[src/rtl/ffc_pkg.sv]
package ffc_pkg;
  localparam int DW  = 8;
  localparam int ZW  = 9;
  localparam int ZLO = 'h080;
  localparam int ZHI = 'h1FF;
  localparam int FW  = 4;
  localparam int SW  = 3;

  typedef struct packed {
    logic clrLost;
    logic resFifo;
    logic advF;
  } hostCmd_t;

  typedef struct packed {
    logic          wrEn;
    logic [ZW-1:0] wrAddr;
    logic          rdEn;
    logic          rdEmpty;
    logic [ZW-1:0] rdAddr;
  } dpStrobe_t;
endpackage

[src/rtl/ffc_ctrl.sv]
module ffc_ctrl
  import ffc_pkg::*;
#(
  parameter int ZLO_P = ZLO,
  parameter int ZHI_P = ZHI
) (
  input  logic          clk,
  input  logic          rstN,
  input  logic          lineValid,
  input  logic          lineEof,
  input  logic          hostRd,
  input  logic          hostCmdWr,
  input  logic [2:0]    hostCmd,
  input  logic          cfgTransparent,
  input  logic [SW-1:0] cfgIrqSel,
  output dpStrobe_t     strobe,
  output logic [ZW-1:0] z1,
  output logic [ZW-1:0] z2,
  output logic [FW-1:0] f1,
  output logic [FW-1:0] f2,
  output logic [ZW-1:0] byteCount,
  output logic [FW-1:0] frameCount,
  output logic          lostFlag,
  output logic          irq
);
  localparam int DEPTH = ZHI_P - ZLO_P + 1;
  localparam logic [FW-1:0] F_TOP = {FW{1'b1}};
  localparam int THR_W = 16;

  function automatic logic [ZW-1:0] zInc(input logic [ZW-1:0] z);
    return (z == ZW'(ZHI_P)) ? ZW'(ZLO_P) : z + 1'b1;
  endfunction

  hostCmd_t      cmdQ;
  logic [ZW-1:0] zStart;
  logic          empty, full, acceptWr, acceptRd;
  logic          closeReq, dropFrame, popFrame, setLost;
  logic [ZW-1:0] z1Adv;
  logic [THR_W-1:0] thr;
  int            dz;

  // self-clearing command register
  always_ff @(posedge clk) begin
    if (!rstN) cmdQ <= '0;
    else       cmdQ <= hostCmdWr ? hostCmd_t'(hostCmd) : '0;
  end

  always_comb begin
    dz = int'(z1) - int'(z2);
    if (dz < 0) dz = dz + DEPTH;
    byteCount  = ZW'(dz);
    frameCount = f1 - f2;
    empty      = (z1 == z2);
    full       = (zInc(z1) == z2);
    acceptWr   = lineValid && !full;
    z1Adv      = acceptWr ? zInc(z1) : z1;
    closeReq   = lineValid && lineEof && !cfgTransparent;
    dropFrame  = closeReq && (frameCount == F_TOP);
    acceptRd   = hostRd && !empty;
    popFrame   = cmdQ.advF && (frameCount != '0);
    setLost    = (lineValid && full) || dropFrame;
  end

  always_comb begin
    strobe.wrEn    = acceptWr && !cmdQ.resFifo;
    strobe.wrAddr  = z1;
    strobe.rdEn    = hostRd;
    strobe.rdEmpty = empty || cmdQ.resFifo;
    strobe.rdAddr  = z2;
  end

  always_ff @(posedge clk) begin
    if (!rstN || cmdQ.resFifo) begin
      z1     <= ZW'(ZLO_P);
      z2     <= ZW'(ZLO_P);
      zStart <= ZW'(ZLO_P);
      f1     <= '0;
      f2     <= '0;
    end else begin
      z1 <= dropFrame ? zStart : z1Adv;
      if (closeReq && !dropFrame) begin
        f1     <= f1 + 1'b1;
        zStart <= z1Adv;
      end
      if (acceptRd) z2 <= zInc(z2);
      if (popFrame) f2 <= f2 + 1'b1;
    end
  end

  always_ff @(posedge clk) begin
    if (!rstN)             lostFlag <= 1'b0;
    else if (setLost)      lostFlag <= 1'b1;
    else if (cmdQ.clrLost) lostFlag <= 1'b0;
  end

  always_comb begin
    thr = THR_W'(1) << (int'(cfgIrqSel) + 5);
    if (cfgTransparent) irq = (cfgIrqSel != '0) && (THR_W'(byteCount) >= thr);
    else                irq = (frameCount != '0);
  end

  assert_ptr_window_R1: assert property (@(posedge clk) disable iff (!rstN)
    (z1 >= ZW'(ZLO_P)) && (z1 <= ZW'(ZHI_P)) && (z2 >= ZW'(ZLO_P)) && (z2 <= ZW'(ZHI_P)));

  assert_frame_step_R3: assert property (@(posedge clk) disable iff (!rstN)
    (f1 != $past(f1)) |-> ((f1 == $past(f1) + 1'b1) || (f1 == '0)));

  assert_adv_once_R5: assert property (@(posedge clk) disable iff (!rstN)
    (cmdQ.advF && !hostCmdWr) |=> !cmdQ.advF);

  assert_lost_sticky_R7: assert property (@(posedge clk) disable iff (!rstN)
    (lostFlag && !cmdQ.clrLost) |=> lostFlag);

  assert_full_drop_R8: assert property (@(posedge clk) disable iff (!rstN)
    (lineValid && full && !lineEof && !cmdQ.resFifo) |=> ((z1 == $past(z1)) && lostFlag));

  assert_empty_read_R10: assert property (@(posedge clk) disable iff (!rstN)
    (hostRd && empty && !cmdQ.resFifo) |=> (z2 == $past(z2)));
endmodule

[src/rtl/ffc_datapath.sv]
module ffc_datapath
  import ffc_pkg::*;
#(
  parameter int ZLO_P = ZLO,
  parameter int ZHI_P = ZHI
) (
  input  logic          clk,
  input  logic          rstN,
  input  dpStrobe_t     strobe,
  input  logic [DW-1:0] lineByte,
  input  logic          cfgIdleOnes,
  input  logic          cfgMsbFirst,
  input  logic          cfgInvert,
  output logic [DW-1:0] hostRdData
);
  localparam logic [DW-1:0] IDLE_FLAG = DW'('h7E);
  localparam logic [DW-1:0] IDLE_ONES = {DW{1'b1}};

  logic [DW-1:0] ring [ZLO_P:ZHI_P];
  logic [DW-1:0] revByte, wrByte, fillByte;

  for (genvar b = 0; b < DW; b++) begin : g_rev
    assign revByte[b] = lineByte[DW-1-b];
  end

  always_comb begin
    wrByte   = (cfgMsbFirst ? revByte : lineByte) ^ {DW{cfgInvert}};
    fillByte = cfgIdleOnes ? IDLE_ONES : IDLE_FLAG;
  end

  always_ff @(posedge clk) begin
    if (strobe.wrEn) ring[strobe.wrAddr] <= wrByte;
  end

  always_ff @(posedge clk) begin
    if (!rstN)           hostRdData <= '0;
    else if (strobe.rdEn) hostRdData <= strobe.rdEmpty ? fillByte : ring[strobe.rdAddr];
  end

  assert_fill_on_empty_R10: assert property (@(posedge clk) disable iff (!rstN)
    (strobe.rdEn && strobe.rdEmpty) |=> (hostRdData == $past(fillByte)));
endmodule

[src/rtl/frame_fifo_chan.sv]
module frame_fifo_chan
  import ffc_pkg::*;
(
  input  logic          clk,
  input  logic          rstN,
  input  logic          lineValid,
  input  logic [DW-1:0] lineByte,
  input  logic          lineEof,
  input  logic          hostRd,
  output logic [DW-1:0] hostRdData,
  input  logic          hostCmdWr,
  input  logic [2:0]    hostCmd,
  input  logic          cfgTransparent,
  input  logic [SW-1:0] cfgIrqSel,
  input  logic          cfgIdleOnes,
  input  logic          cfgMsbFirst,
  input  logic          cfgInvert,
  output logic [ZW-1:0] z1,
  output logic [ZW-1:0] z2,
  output logic [FW-1:0] f1,
  output logic [FW-1:0] f2,
  output logic [ZW-1:0] byteCount,
  output logic [FW-1:0] frameCount,
  output logic          lostFlag,
  output logic          irq
);
  dpStrobe_t strobe;

  ffc_ctrl #(.ZLO_P(ZLO), .ZHI_P(ZHI)) u_ctrl (
    .clk(clk), .rstN(rstN), .lineValid(lineValid), .lineEof(lineEof),
    .hostRd(hostRd), .hostCmdWr(hostCmdWr), .hostCmd(hostCmd),
    .cfgTransparent(cfgTransparent), .cfgIrqSel(cfgIrqSel), .strobe(strobe),
    .z1(z1), .z2(z2), .f1(f1), .f2(f2), .byteCount(byteCount),
    .frameCount(frameCount), .lostFlag(lostFlag), .irq(irq)
  );

  ffc_datapath #(.ZLO_P(ZLO), .ZHI_P(ZHI)) u_dp (
    .clk(clk), .rstN(rstN), .strobe(strobe), .lineByte(lineByte),
    .cfgIdleOnes(cfgIdleOnes), .cfgMsbFirst(cfgMsbFirst), .cfgInvert(cfgInvert),
    .hostRdData(hostRdData)
  );
endmodule

[config.mk]
export PLATFORM = sky130hd
export DESIGN_NAME = frame_fifo_chan
export DESIGN_NICKNAME = d
export VERILOG_FILES = /design/src/rtl/ffc_pkg.sv /design/src/rtl/ffc_ctrl.sv /design/src/rtl/ffc_datapath.sv /design/src/rtl/frame_fifo_chan.sv
export SDC_FILE = /design/constraint.sdc
export NUM_CORES = 2
export LEC_CHECK = 0
export ABC_AREA = 1
export BUFFER_PORTS_ARGS = -buffer_cell sky130_fd_sc_hd__buf_2
export CORE_AREA = 2 2 590 592
export CTS_CLUSTER_SIZE = 24
export DETAILED_ROUTE_END_ITERATION = 16
export DIE_AREA = 0 0 592 594
export REMOVE_ABC_BUFFERS = 1
export SYNTH_ARGS = -nofsm -noshare
export SYNTH_HDL_FRONTEND = slang
export SYNTH_SLANG_ARGS = --single-unit
export TNS_END_PERCENT = 50
[constraint.sdc]
create_clock -name clk -period 30.6 [get_ports clk]
set_input_delay 3.06 -clock clk [delete_from_list [all_inputs] [get_ports clk]]
set_output_delay 3.06 -clock clk [all_outputs]
set_load 0.01 [all_outputs]
* Word level (Yosys, flattened, before mapping)
Memory sizes are Yosys's and may differ from the RTL's. A register that Yosys moved wholly into a read port is not among the register bits.
Cells that the tools add are included.
** Word-level totals
- Register bits :: 47
- RAM bits :: 3072
- Input bits :: 24
- Output and inout port bits :: 49
- Logic and storage cells :: 66
- Memories kept :: 1
** Memories
- u_dp.ring :: depth 384, bits a word 8, read ports 1, clocked after memory_dff 1, write ports 1, line ffc_datapath.sv:19 : logic [DW-1:0] ring [ZLO_P:ZHI_P];
** Operators by class
- Add/subtract/negate cells :: 8
- $lt $le $gt $ge :: 2
- Eq/ne operators :: 5
- Shift operators :: 1
- Mux-type cells :: 15
- Bitwise gates (word level) :: 1
- Reductions and logical operators :: 23
** Operators by type and width (count)
- two-way mux 9 bit :: 7
- << shifter 1 x 32 -> 16 bit (first input constant) :: 1
- two-way mux 8 bit :: 3
- adder 9 x 1 -> 9 bit (second input constant) :: 2
- equality test 9 bit :: 2
- equality test 9 bit (second input constant) :: 2
- >= comparator 9 x 16 -> 1 bit :: 1
- logical AND 1 bit :: 10
- less-than comparator 10 x 1 -> 1 bit (second input constant) :: 1
- subtractor 9 x 9 -> 10 bit :: 1
- adder 9 x 8 -> 9 bit (second input constant) :: 1
- adder 4 x 1 -> 4 bit (second input constant) :: 2
- bitwise XOR 8 bit :: 1
- logical NOT 1 bit :: 6
- two-way mux 1 bit :: 5
- adder 3 x 3 -> 4 bit (second input constant) :: 1
- equality test 4 bit (second input constant) :: 1
- nonzero test 4 bit :: 1
- subtractor 4 bit :: 1
- logical OR 1 bit :: 3
- nonzero test 3 bit :: 1
- AND reduction 2 bit :: 1
- nonzero test 2 bit :: 1

* Logic depth before layout (Yosys ltp)
- Depth after elaboration :: 8
- Mapped depth :: 19
- Gate-level depth less buffers :: 18

* Modules after synthesis
From an unflattened synthesis, not the netlist that was laid out.
** Unflattened totals
- Cell total of the unflattened synthesis :: 10829
- Area, all modules :: 128074.1 um2
** Modules (own cells, without submodules)
- ffc_datapath :: instances 1, cells each 10347, area an instance 124896.0 um2, sequential area each 92408.6 um2
- ffc_ctrl :: instances 1, cells each 482, area an instance 3178.0 um2, sequential area each 780.7 um2

* Worst setup path after synthesis
Ideal clock, no wire load.
- Path kind :: input to register
- Start point :: input cfgMsbFirst
- End point :: memory u_dp.ring[128][4] (data pin)
- Library setup time :: 2.375 ns
- Data arrival time :: 14.301 ns
- Data required time :: 28.225 ns
- Slack :: 13.924 ns
- Stages on the path :: 3
- Path buffers :: 1
- Cell sequence :: clkbuf_1 o21ai_0 xnor2_1
** Between the ends
- Longest elaborated chain between the ends :: 2
** RTL lines
- start: declaration :: line frame_fifo_chan.sv:16 : input logic cfgMsbFirst,
- two-way mux 8 bit :: line ffc_datapath.sv:27 : wrByte = (cfgMsbFirst ? revByte : lineByte) ^ {DW{cfgInvert}};
- bitwise XOR 8 bit :: line ffc_datapath.sv:27
- via u_dp.wrByte[4] :: line ffc_datapath.sv:20 : logic [DW-1:0] revByte, wrByte, fillByte;
- end: declaration :: line ffc_datapath.sv:19
The timed path passes the listed nets, and every way through them passes these cells.

* Worst setup path in the final report
- Start point :: input cfgIrqSel[0]
- End point :: output irq
** Between the ends
- Longest elaborated chain between the ends :: 5
- Elaborated cells between the ends (all ways) :: 6
- Those cells by class :: add/sub: 1; order compare: 1; shift: 1; mux: 1; reduce/logical: 2
** RTL lines
- start: declaration :: line frame_fifo_chan.sv:14 : input logic [SW-1:0] cfgIrqSel,
- adder 3 x 3 -> 4 bit :: line ffc_ctrl.sv:97 : thr = THR_W'(1) << (int'(cfgIrqSel) + 5);
- << shifter 1 x 32 -> 16 bit :: line ffc_ctrl.sv:97
- >= comparator 9 x 16 -> 1 bit :: line ffc_ctrl.sv:98 : if (cfgTransparent) irq = (cfgIrqSel != '0) && (THR_W'(byteCount) >= thr);
- logical AND 1 bit * :: line ffc_ctrl.sv:98
- two-way mux 1 bit * :: line ffc_ctrl.sv:98
- end: declaration :: line frame_fifo_chan.sv:25 : output logic irq
Mark *: on every way between the ends. The rest lies on a longest branch, timed or not.

==> results summary <==
The run finished with clean final reports. Summed over all layers, the routed wires come to 354000 um. For this configuration, the core starts out at a cell density of 0.369. The number of levels in the clock H-tree came out at 5. Setup total negative slack on the finished layout was measured at 0 ns. The number of DRC markers after the initial detailed-route iteration came out at 11100. STA puts the critical path data required time at 27.54 ns. The ratio of final minimum period to clock period came out at 0.252. The synthesized netlist occupies a cell area of 127000 um^2. The number of antenna-violating nets in the routed design came out at 0. The area added between synthesis and finish is 11.3%. In this run the vertical extent of the chip is between 500 and 600 um. After detailed placement, the total cell area comes to 132000 um^2.

The setup slack at placement came out at 22.90 ns. Across every metal layer, demand over resource in global routing totals 0.195. The vias after detailed routing came out at ~84000. The layout cell share with drive strength beyond 1 is 0.0690.

STA classifies the critical path startpoint as a primary input. The total clock buffers created by CTS came out at between 300 and 400. Setup repair after global routing left no endpoint under its margin. The worst-case vdd ir drop came out at 0.0634 mV.

Post-CTS repair changed the size of 0 cells. The final routed DRC violation total came out at 0. The number of clock sinks is 3128. The pre-antenna-repair detailed-routing pass consisted of 7 iterations.

The number of placement rows came out at around 220. The final setup violation count is 0. The number of cells produced by synthesis came out at 10800.

At the pin with the least slew margin, the transition time is 1.21 ns. Yosys mapped the design onto 47 distinct sky130hd cell types. The synthesis warning total is 0.

The peak clock frequency supported by timing came out at between 100 and 150 MHz. The area of all sequential standard cells is 93400 um^2. The instance count after placement with tap cells included came out at 14800. Of the total synthesized cell area, the portion taken by XOR and XNOR cells is 0.00172. The worst-case clock skew is 0.0520 ns. The simple-gate share of the synthesized area came out at 0.210. The fill cell instance count of the final layout is between 30000 and 40000. The average cell area after synthesis came out at roughly 12 um^2. The CTS tree is built.

Of the synthesized area, sequential elements account for 0.733. Max-cap violations in this run came to 0. The final routed wire length divided by cell count is 23.0 um. The wire length of the first global-routing pass came out at between 500000 and 600000 um. No sink is reached through more buffers than the 4 on the longest clock path. The tightest slew margin relative to the limit is 0.193.

The critical path is of the primary input to output port type. The number of enable flip-flop cells after synthesis came out at between 3000 and 4000. The primary flip-flop cell chosen by synthesis mapping is sky130_fd_sc_hd__edfxtp_1. The die extent in x came out at 592 um. The least setup slack across all paths after layout came out at 22.90 ns. Of the post-synthesis cell area, the part taken by muxes is 0. The library cell used most frequently in the layout, excluding fill and tap cells, is sky130_fd_sc_hd__edfxtp_1. The combinational family with the most area after synthesis is simple AND/OR/NAND/NOR gates. The initial antenna violation count is 10. Buffers added to address setup during post-CTS repair amount to 0. Counting flops and latches in the post-synthesis netlist gives 3128.

The setup slack on the worst flop-to-flop path is approximately 24 ns. The number of global-route vias before repair came out at just over 80000. The half-perimeter wire length of the detailed placement result is ~190000 um. The worst setup path is captured at an output port.

The number of placed I/O pins came out at 73. The maximum number of pins on one net before global-route repair is 214. The placer's final routability congestion estimate came out at a little under 0.9. The largest fanout on the critical path is 4. The post-route minimum period is 7.70 ns. Summed over all layers, the global routing overflow is 0. The number of input and output port buffers inserted came out at 72.

The area share of fa/ha/maj cells after synthesis came out at 0.00316. The static power due to leakage is 47.9 nW. In this run the worst hold path is classified as flop to flop. The number of nets in the layout is between 10000 and 15000. The total core area is 345000 um^2. The finished cells cover 142000 um^2.

The clock reaches the later pin of the worst-skew pair after approximately 0.95 ns. Data on the critical path arrives at its endpoint at 4.64 ns. The floorplan step defined a die boundary enclosing around 350000 um^2. The async set-or-reset flop fraction in the synthesized netlist is 0.

The count of final max-slew check failures is 0. The cell sitting at the root of the clock tree is a sky130_fd_sc_hd__clkbuf_16. The power density normalized to cell area is 77.8 nW/um^2.

Dividing the detail-routed via count by the number of cells gives 5.47. The number of hold violations in the final report is 0. For this run, the number of standard cells in the final layout without fillers is 15400. The area used by multi-input combinational logic came out at 30700 um^2. The post-cts hold buffer count came out at 0. Leaving out fill and tap cells, the most frequent cells in the layout are 3072 x sky130_fd_sc_hd__edfxtp_1, 2736 x sky130_fd_sc_hd__nand2_1, 2627 x sky130_fd_sc_hd__nand3_1, 690 x sky130_fd_sc_hd__nor2_1, 349 x sky130_fd_sc_hd__o21ai_0.

Clock-pin slew was measured on the worst setup and hold paths at 0.06 ns. The area fraction in compound gates after synthesis is 0.0242.
## sequential cells by signal, summed over array words and instances (netlist names), named ones only
signal / cells
u_ctrl.z1: 9
u_ctrl.lostFlag: 1
u_ctrl.zStart: 9
u_ctrl.f1: 4
u_dp.ring: 3072
u_ctrl.f2: 4
u_ctrl.cmdQ: 3
u_ctrl.z2: 9
u_dp.hostRdData: 8
## Yosys cell counts, types with 3 or more instances
| library cell | instances | area share |
|---|---|---|
| sky130_fd_sc_hd__nand2_1 | 2741 | 0.081 |
| sky130_fd_sc_hd__buf_6 | 15 | 0.0013 |
| sky130_fd_sc_hd__a21oi_1 | 58 | 0.0023 |
| sky130_fd_sc_hd__clkbuf_1 | 494 | 0.015 |
| sky130_fd_sc_hd__buf_1 | 120 | 0.0035 |
| sky130_fd_sc_hd__o22ai_1 | 144 | 0.0071 |
| sky130_fd_sc_hd__a211oi_1 | 3 | 0.00018 |
| sky130_fd_sc_hd__nand4_1 | 7 | 0.00034 |
| sky130_fd_sc_hd__nand3_1 | 2628 | 0.10 |
| sky130_fd_sc_hd__nor2_1 | 691 | 0.020 |
| sky130_fd_sc_hd__edfxtp_1 | 3072 | 0.72 |
| sky130_fd_sc_hd__dfxtp_1 | 56 | 0.0088 |
| sky130_fd_sc_hd__o21ai_0 | 349 | 0.014 |
| sky130_fd_sc_hd__buf_12 | 4 | 0.00063 |
| sky130_fd_sc_hd__xnor2_1 | 7 | 0.00048 |
| sky130_fd_sc_hd__or2_2 | 3 | 0.00015 |
| sky130_fd_sc_hd__nor2_2 | 47 | 0.0023 |
| sky130_fd_sc_hd__inv_1 | 120 | 0.0035 |
| sky130_fd_sc_hd__nand2_8 | 11 | 0.0017 |
| sky130_fd_sc_hd__buf_2 | 107 | 0.0042 |
| sky130_fd_sc_hd__nor3_1 | 9 | 0.00035 |
| sky130_fd_sc_hd__o211ai_1 | 3 | 0.00018 |
| sky130_fd_sc_hd__ha_1 | 29 | 0.0028 |
| sky130_fd_sc_hd__xor2_1 | 18 | 0.0012 |
| sky130_fd_sc_hd__clkinv_1 | 5 | 0.00015 |
## final timing paths
| path | from | to | cells after the start |
|---|---|---|---|
| min | u_ctrl.zStart[7]$_SDFFE_PP1P_ | u_ctrl.zStart[7]$_SDFFE_PP1P_ | 2 |
| max reg2reg | flop | u_dp.hostRdData[4]$_SDFFE_PN0P_ | 15 |
| min reg2reg | u_ctrl.zStart[7]$_SDFFE_PP1P_ | u_ctrl.zStart[7]$_SDFFE_PP1P_ | 2 |
| max | cfgIrqSel[0] | irq | 9 |
## layer usage
layer	track usage	wire [um]	vias to the layer above
li1	-	-	38000
met1	0.275	147000	41600
met2	0.305	162000	3922
met3	0.0348	31900	670
met4	0.0669	12400	2
met5	0	20	-
## metrics by stage
stage | hold WS [ns] | power [mW] | util
floorplan | 0.441 | 7.44 | -
global placement | 0.458 | 7.25 | 0.381
detailed placement | 0.474 | 7.28 | 0.381
CTS | 0.489 | 11.1 | 0.411
global route | 0.510 | 11.5 | 0.411
finish | 0.486 | 11.0 | 0.411
## where the power goes
part / switching (mW) / internal (mW) / total, mW
logic: 1.77 / 0.597 / 2.36
registers: 0.0306 / 4.82 / 4.85
clock network: 1.62 / 2.20 / 3.82
## area by class of cell
cell class,count,share of cell area
Timing Repair Buffer,197,0.00968
Sequential cell,3128,0.658
Multi-Input combinational cell,6778,0.216
Inverter,127,0.00359
Antenna cell,1,0.0000176
Clock buffer,413,0.0632
Clock inverter,178,0.00884
Tap cell,4578,0.0404
## worst max-delay path: stages
cell and delay (ns):
sky130_fd_sc_hd__buf_2 0.13, sky130_fd_sc_hd__nor2_1 0.15, sky130_fd_sc_hd__nand2_1 0.10, sky130_fd_sc_hd__ha_1 0.31
sky130_fd_sc_hd__nand4_1 0.12, sky130_fd_sc_hd__o221ai_1 0.20, sky130_fd_sc_hd__a21oi_1 0.11, sky130_fd_sc_hd__o41ai_1 0.26
sky130_fd_sc_hd__buf_2 0.20
## kinds of logic after synthesis
| kind of cell | Yosys count |
|---|---|
| simple gates | 6148 |
| fa+ha+maj | 31 |
| xor+xnor | 25 |
| compound gates | 570 |
| buf+inv | 869 |
| other cells | 1 |
| flops | 3128 |
(Power assumes the default switching activity.)
